<file path="src/rtl/bmsar_pkg.sv">
package bmsar_pkg;
   typedef enum logic [1:0] {
      ST_IDLE   = 2'd0,
      ST_SETTLE = 2'd1,
      ST_TRIAL  = 2'd2,
      ST_REPORT = 2'd3
   } sar_state_e;
endpackage

</file>
<file path="src/rtl/bmsar_step.sv">
// Next reference code after one trial decision.
module bmsar_step #(
   parameter int CODE_W = 7
) (
   input  logic [CODE_W-1:0] cur_code,
   input  logic [CODE_W-1:0] trial_oh,
   input  logic              go_up,
   output logic [CODE_W-1:0] nxt_code
);
   logic [CODE_W-1:0] kept;

   always_comb begin
      kept     = go_up ? cur_code : (cur_code & ~trial_oh);
      nxt_code = kept | (trial_oh >> 1);
   end
endmodule

</file>
<file path="src/rtl/bmsar_hitbank.sv">
// Comparator snapshot plus bank of the last flag vector with any low flag.
module bmsar_hitbank #(
   parameter int ROWS      = 8,
   parameter bit SNAP_FALL = 1'b1
) (
   input  logic            clk,
   input  logic            rst_n,
   input  logic            clear,
   input  logic            sample,
   input  logic [ROWS-1:0] cmp_n,
   output logic            all_high,
   output logic [ROWS-1:0] hits
);
   logic [ROWS-1:0] snap_n;

   generate
      if (SNAP_FALL) begin : g_fall_snap
         always_ff @(negedge clk or negedge rst_n) begin
            if (!rst_n) snap_n <= '1;
            else        snap_n <= cmp_n;
         end
      end else begin : g_direct
         assign snap_n = cmp_n;
      end
   endgenerate

   assign all_high = &snap_n;

   always_ff @(posedge clk or negedge rst_n) begin
      if (!rst_n)                  hits <= '0;
      else if (clear)              hits <= '0;
      else if (sample && !all_high) hits <= ~snap_n;
   end
endmodule

</file>
<file path="src/rtl/bmsar_prienc.sv">
// Lowest set bit wins.
module bmsar_prienc #(
   parameter int ROWS  = 8,
   parameter int IDX_W = 3
) (
   input  logic [ROWS-1:0]  vec,
   output logic [IDX_W-1:0] idx,
   output logic             any
);
   always_comb begin
      idx = '0;
      for (int i = ROWS - 1; i >= 0; i--) begin
         if (vec[i]) idx = IDX_W'(i);
      end
      any = |vec;
   end
endmodule

</file>
<file path="src/rtl/bestmatch_sar_ctrl.sv">
module bestmatch_sar_ctrl
   import bmsar_pkg::*;
#(
   parameter int ROWS       = 8,
   parameter int CODE_W     = 7,
   parameter int SETTLE_CYC = 2,
   parameter bit SNAP_FALL  = 1'b1,
   parameter int IDX_W      = (ROWS > 1) ? $clog2(ROWS) : 1
) (
   input  logic              clk,
   input  logic              rst_n,
   input  logic              start,
   input  logic [ROWS-1:0]   cmp_n,
   output logic [CODE_W-1:0] ref_code,
   output logic [CODE_W-1:0] result_code,
   output logic [IDX_W-1:0]  winner_idx,
   output logic              winner_vld,
   output logic              done
);
   localparam int CNT_W = $clog2(SETTLE_CYC + 1);
   localparam logic [CODE_W-1:0] MID = CODE_W'(1) << (CODE_W - 1);
   localparam logic [CNT_W-1:0]  SETTLE_LAST = CNT_W'(SETTLE_CYC - 1);

   generate
      if (ROWS < 2) begin : g_bad_rows
         $error("ROWS must be at least 2");
      end
      if (CODE_W < 2) begin : g_bad_code
         $error("CODE_W must be at least 2");
      end
      if (SETTLE_CYC < 1) begin : g_bad_settle
         $error("SETTLE_CYC must be at least 1");
      end
      if ((1 << IDX_W) < ROWS) begin : g_bad_idx
         $error("IDX_W too narrow for ROWS");
      end
   endgenerate

   sar_state_e        state;
   logic [CNT_W-1:0]  settle_cnt;
   logic [CODE_W-1:0] trial_oh;
   logic [CODE_W-1:0] code_nxt;
   logic              all_high;
   logic [ROWS-1:0]   hits;
   logic [IDX_W-1:0]  enc_idx;
   logic              enc_any;
   logic              bank_clear;
   logic              bank_sample;

   assign bank_clear  = (state == ST_IDLE) && start;
   assign bank_sample = (state == ST_TRIAL);

   bmsar_hitbank #(.ROWS(ROWS), .SNAP_FALL(SNAP_FALL)) u_bank (
      .clk      (clk),
      .rst_n    (rst_n),
      .clear    (bank_clear),
      .sample   (bank_sample),
      .cmp_n    (cmp_n),
      .all_high (all_high),
      .hits     (hits)
   );

   bmsar_step #(.CODE_W(CODE_W)) u_step (
      .cur_code (ref_code),
      .trial_oh (trial_oh),
      .go_up    (all_high),
      .nxt_code (code_nxt)
   );

   bmsar_prienc #(.ROWS(ROWS), .IDX_W(IDX_W)) u_enc (
      .vec (hits),
      .idx (enc_idx),
      .any (enc_any)
   );

   always_ff @(posedge clk or negedge rst_n) begin
      if (!rst_n) begin
         state       <= ST_IDLE;
         settle_cnt  <= '0;
         trial_oh    <= '0;
         ref_code    <= MID;
         result_code <= '0;
         winner_idx  <= '0;
         winner_vld  <= 1'b0;
         done        <= 1'b0;
      end else begin
         done <= 1'b0;
         unique case (state)
            ST_IDLE: begin
               if (start) begin
                  state      <= ST_SETTLE;
                  settle_cnt <= '0;
                  ref_code   <= MID;
                  trial_oh   <= MID;
               end
            end
            ST_SETTLE: begin
               if (settle_cnt == SETTLE_LAST) state <= ST_TRIAL;
               else settle_cnt <= settle_cnt + 1'b1;
            end
            ST_TRIAL: begin
               ref_code <= code_nxt;
               trial_oh <= trial_oh >> 1;
               if (trial_oh[0]) begin
                  result_code <= code_nxt;
                  state       <= ST_REPORT;
               end
            end
            ST_REPORT: begin
               winner_idx <= enc_idx;
               winner_vld <= enc_any;
               done       <= 1'b1;
               state      <= ST_IDLE;
            end
            default: state <= ST_IDLE;
         endcase
      end
   end
endmodule

</file>
<file path="config.mk">
export PLATFORM = sky130hd
export DESIGN_NAME = bestmatch_sar_ctrl
export DESIGN_NICKNAME = d
export VERILOG_FILES = /design/src/rtl/bmsar_pkg.sv /design/src/rtl/bmsar_step.sv /design/src/rtl/bmsar_hitbank.sv /design/src/rtl/bmsar_prienc.sv /design/src/rtl/bestmatch_sar_ctrl.sv
export SDC_FILE = /design/constraint.sdc
export NUM_CORES = 1
export LEC_CHECK = 0
export ABC_AREA = 1
export CAP_MARGIN = 20
export CORE_UTILIZATION = 54
export CTS_CLUSTER_DIAMETER = 30
export DETAILED_ROUTE_END_ITERATION = 8
export PLACE_DENSITY = 0.79
export SLEW_MARGIN = 20
export SYNTH_ARGS = -nofsm -noshare
export SYNTH_HDL_FRONTEND = slang
export SYNTH_SLANG_ARGS = --single-unit
</file>
<file path="constraint.sdc">
create_clock -name clk -period 2.2 [get_ports clk]
set_clock_uncertainty 0.2 [all_clocks]
set_input_delay 0.44 -clock clk [delete_from_list [all_inputs] [get_ports clk]]
set_output_delay 0.44 -clock clk [all_outputs]
set_load 0.02 [all_outputs]
</file>
==> impl_metrics.py <==
metrics = {
    "clocking": {
        "cts_setup_buffers": 0,
        "path_clk_slew_ns": 0.09,
        "cts_buffer_depth": 2,
        "clock-sinks": 46,
        "cts_root_buffer": "clkbuf_8",
        "cts_made_buffers": 5,
        "clkLatencyLatePin_ns": 0.36,
        "cts_tree": "done",
        "htree_levels": 2,
    },
    "detailed_routing": {
        "drtPass1Iterations": 4,
        "ant_nets": 0,
        "vias": 1634,
        "drtIter0Drc": 131,
        "wl_per_cell_um": 12.2,
        "drc": 0,
        "viasPerCell": 4.83,
        "routed_wl_um": 4120,
    },
    "sta": {
        "rsz0062_at_grt": "yes",
        "hold_violations": 0,
        "setup_viol": 22,
        "slew_viol_final": 0,
        "worstMarginPinSlew_ns": 0.405,
        "final.setup.tns_ns": -8.85,
        "layout_setup_ws_ns": -0.430,
        "whs_ns": 0.284,
        "max-slew-margin-rel_pct": 73.0,
    },
    "power": {
        "pwr-share-seq_pct": 37.5,
        "peakVddDrop_v": 0.000711,
        "pwr-share-clk_pct": 17.8,
        "powerDensity_nw_per_um2": 1260,
        "intPower_mw": 2.08,
        "switching_share_pct": 40.7,
        "power.leakage_nw": 1.41,
        "comb_power_share_pct": 44.7,
        "switchingPower_mw": 1.43,
    },
    "global_routing": {
        "overflow": 0,
        "grt_pass1_wl_um": 7130,
        "antenna_found_initial": 0,
        "grt_pass1_vias": 1602,
        "grt_max_degree": 34,
        "track_usage_pct": 22.6,
    },
    "yosys": {
        "synth_area_per_cell_um2": 9.23,
        "syn_area_um2": 2150,
        "synth_seq_area_share_pct": 54.0,
        "syn_nets": 250,
        "yosysWarnings": 0,
        "netlist_instances": 233,
        "ys_ff_latch": 46,
        "ys_types": 25,
    },
    "placed_design": {
        "gp_congestion": 0.763,
        "dp_slack_ns": -0.399,
        "io_buffers": 29,
        "place_area_um2": 2620,
        "post-dp-hpwl_um": 3000,
    },
    "die": {
        "start_util_pct": 57.5,
        "core_um2": 3740,
        "num_rows": 22,
        "num_io_pins": 30,
        "fp.dieW_um": 65.1,
        "die_area_um2": 4240,
        "die_y_um": 65.1,
    },
    "layout": {
        "drive_gt1_share_pct": 25.5,
        "design_area_um2": 2770,
        "diodes": 0,
        "area_delta_synth_final_pct": 28.8,
        "fin_nets": 306,
        "final_core_util_pct": 74.0,
    },
    "hold_path": {
        "hold_path.class": "flop to flop",
        "hold_start": "result_code[6]",
    },
    "worst_setup_path": {
        "rr_startpoint": "u_bank.snap_n[6]",
        "r2r_setup_slack_ns": -0.43,
        "arrival_ns": 2.64,
        "cp.required_ns": 2.21,
        "crit_path_max_fanout": 9,
        "critPathCaptureType": "flop",
        "cp-start-kind": "flop",
        "crit_type": "flop to flop",
        "critPathLaunch": "u_bank.snap_n[6]",
    },
    "status": {
        "run_status": "complete, but fails checks",
        "violations": "negative setup slack",
    },
    "job": {
        "drv_cap": 0,
    },
}
## sequential cells by signal (all words and copies together) (netlist names)
name	count
trial_oh	7
settle_cnt	2
winner_idx	3
winner_vld	1
u_bank.hits	8
done	1
result_code	7
state	2
u_bank.snap_n	8
ref_code	7
## layout make-up
cell class / count / area, µm²
fill: 298 / 973
clock buffer: 8 / 100
timing repair buffer: 43 / 400
multi-input combinational: 150 / 886
sequential: 46 / 1160
clock inverter: 8 / 30.0
inverter: 35 / 131
tap: 48 / 60.1
## cell families (layout without fill, tap and decap cells)
kind of cell               after synthesis  after routing  synth area share, %
AOI/OAI and AO/OA                       24             24                 8.44
adders and majority gates                6              6                 3.49
buffers and inverters                   37             94                 6.52
DFF                                     46             46                 54.0
muxes                                    1              1                0.465
and+or+nand+nor                        119            119                 27.1
## routing by layer
| layer | vias to the layer above | wire length (µm) | share of wire, % | track usage (%) |
|---|---|---|---|---|
| met5 | - | 0 | 0 | 0 |
| met4 | 0 | 49 | 1.2 | 6.52 |
| met3 | 6 | 161 | 3.9 | 6.25 |
| met2 | 28 | 2060 | 50 | 37.1 |
| met1 | 760 | 1850 | 45 | 29.4 |
| li1 | 840 | - | - | - |
## repair_timing
item                                   in CTS  in global routing
resized for setup                           1                  3
setup endpoints to repair                  22                 22
pin swaps                                   1                  2
hold buffers                                1                  0
endpoints found under the hold margin       5                  0
## stage by stage
stage | power, mW | std cells
6_report | 3.50 | 338
4_1_cts | 3.53 | 338
2_1_floorplan | 2.41 | 233
5_1_grt | 3.79 | 338
3_3_place_gp | 2.87 | 322
3_5_place_dp | 2.92 | 322
## path summary, 6_finish.rpt
kind                       depth (start not counted)                to
max                                                7    result_code[5]
min                                                2    result_code[6]
max reg2reg                                        7    result_code[5]
min reg2reg                                        2    result_code[6]
max in group asynchronous                          2  u_bank.snap_n[3]
min in group asynchronous                          2        winner_vld
## cells in the mapped netlist
master	n	area share [%]
nor3_1	1	0.23
or2_2	1	0.29
ha_1	6	3.5
nand2_4	2	1.0
nand2_2	6	1.7
buf_2	1	0.23
nor2_1	13	2.3
nand3_1	15	3.5
dfrtp_1	37	43
inv_1	33	5.8
o211ai_2	1	0.58
mux2i_1	1	0.47
o22ai_1	6	1.7
a21oi_1	2	0.47
dfstp_2	9	11
nand3_2	7	3.3
a31oi_1	1	0.29
nand2_1	69	12
inv_2	3	0.52
o21ai_0	4	0.93
o21ai_4	1	0.76
nand3_4	1	0.81
o21ai_2	9	3.7
nor2_4	3	1.6
nor2_2	1	0.29
## cell usage in the layout (no fill, tap or decap)
master | synthesis | layout
nand2_1 | 69 | 66
inv_1 | 33 | 40
dfrtp_1 | 37 | 37
clkdlybuf4s50_1 | 0 | 28
nor2_1 | 13 | 13
nand3_2 | 7 | 13
buf_4 | 0 | 11
nand2_2 | 6 | 9
nand3_1 | 15 | 9
o21ai_2 | 9 | 9
dfstp_2 | 9 | 9
clkbuf_8 | 0 | 7
o22ai_1 | 6 | 6
ha_1 | 6 | 6
o21ai_0 | 4 | 4
nor2_4 | 3 | 3
inv_2 | 3 | 3
nand2_4 | 2 | 2
a21oi_1 | 2 | 2
buf_6 | 0 | 2
or2_2 | 1 | 1
a31oi_1 | 1 | 1
nor2_2 | 1 | 1
o211ai_2 | 1 | 1
mux2i_1 | 1 | 1
nor3_1 | 1 | 1
nand3_4 | 1 | 1
o21ai_4 | 1 | 1
clkbuf_1 | 0 | 1
dlygate4sd3_1 | 0 | 1
buf_2 | 1 | 1
## critical path: stages (launching register included)
cell     delay [ns]
dfstp_2        0.53
nand2_2        0.06
nor2_4         0.15
nand2_4        0.14
nand2_2        0.10
nand3_2        0.08
nand2_1        0.07
nand2_1        0.05
## power groups by stage
stage	combinational [mW]	sequential (mW)	clock, mW
floorplan	0.945	1.44	0.0252
global placement	1.53	1.32	0.0252
detailed placement	1.57	1.33	0.0252
CTS	1.58	1.31	0.637
global route	1.75	1.35	0.689
finish	1.57	1.31	0.622
No activity file was read; power rests on OpenSTA's default activity.
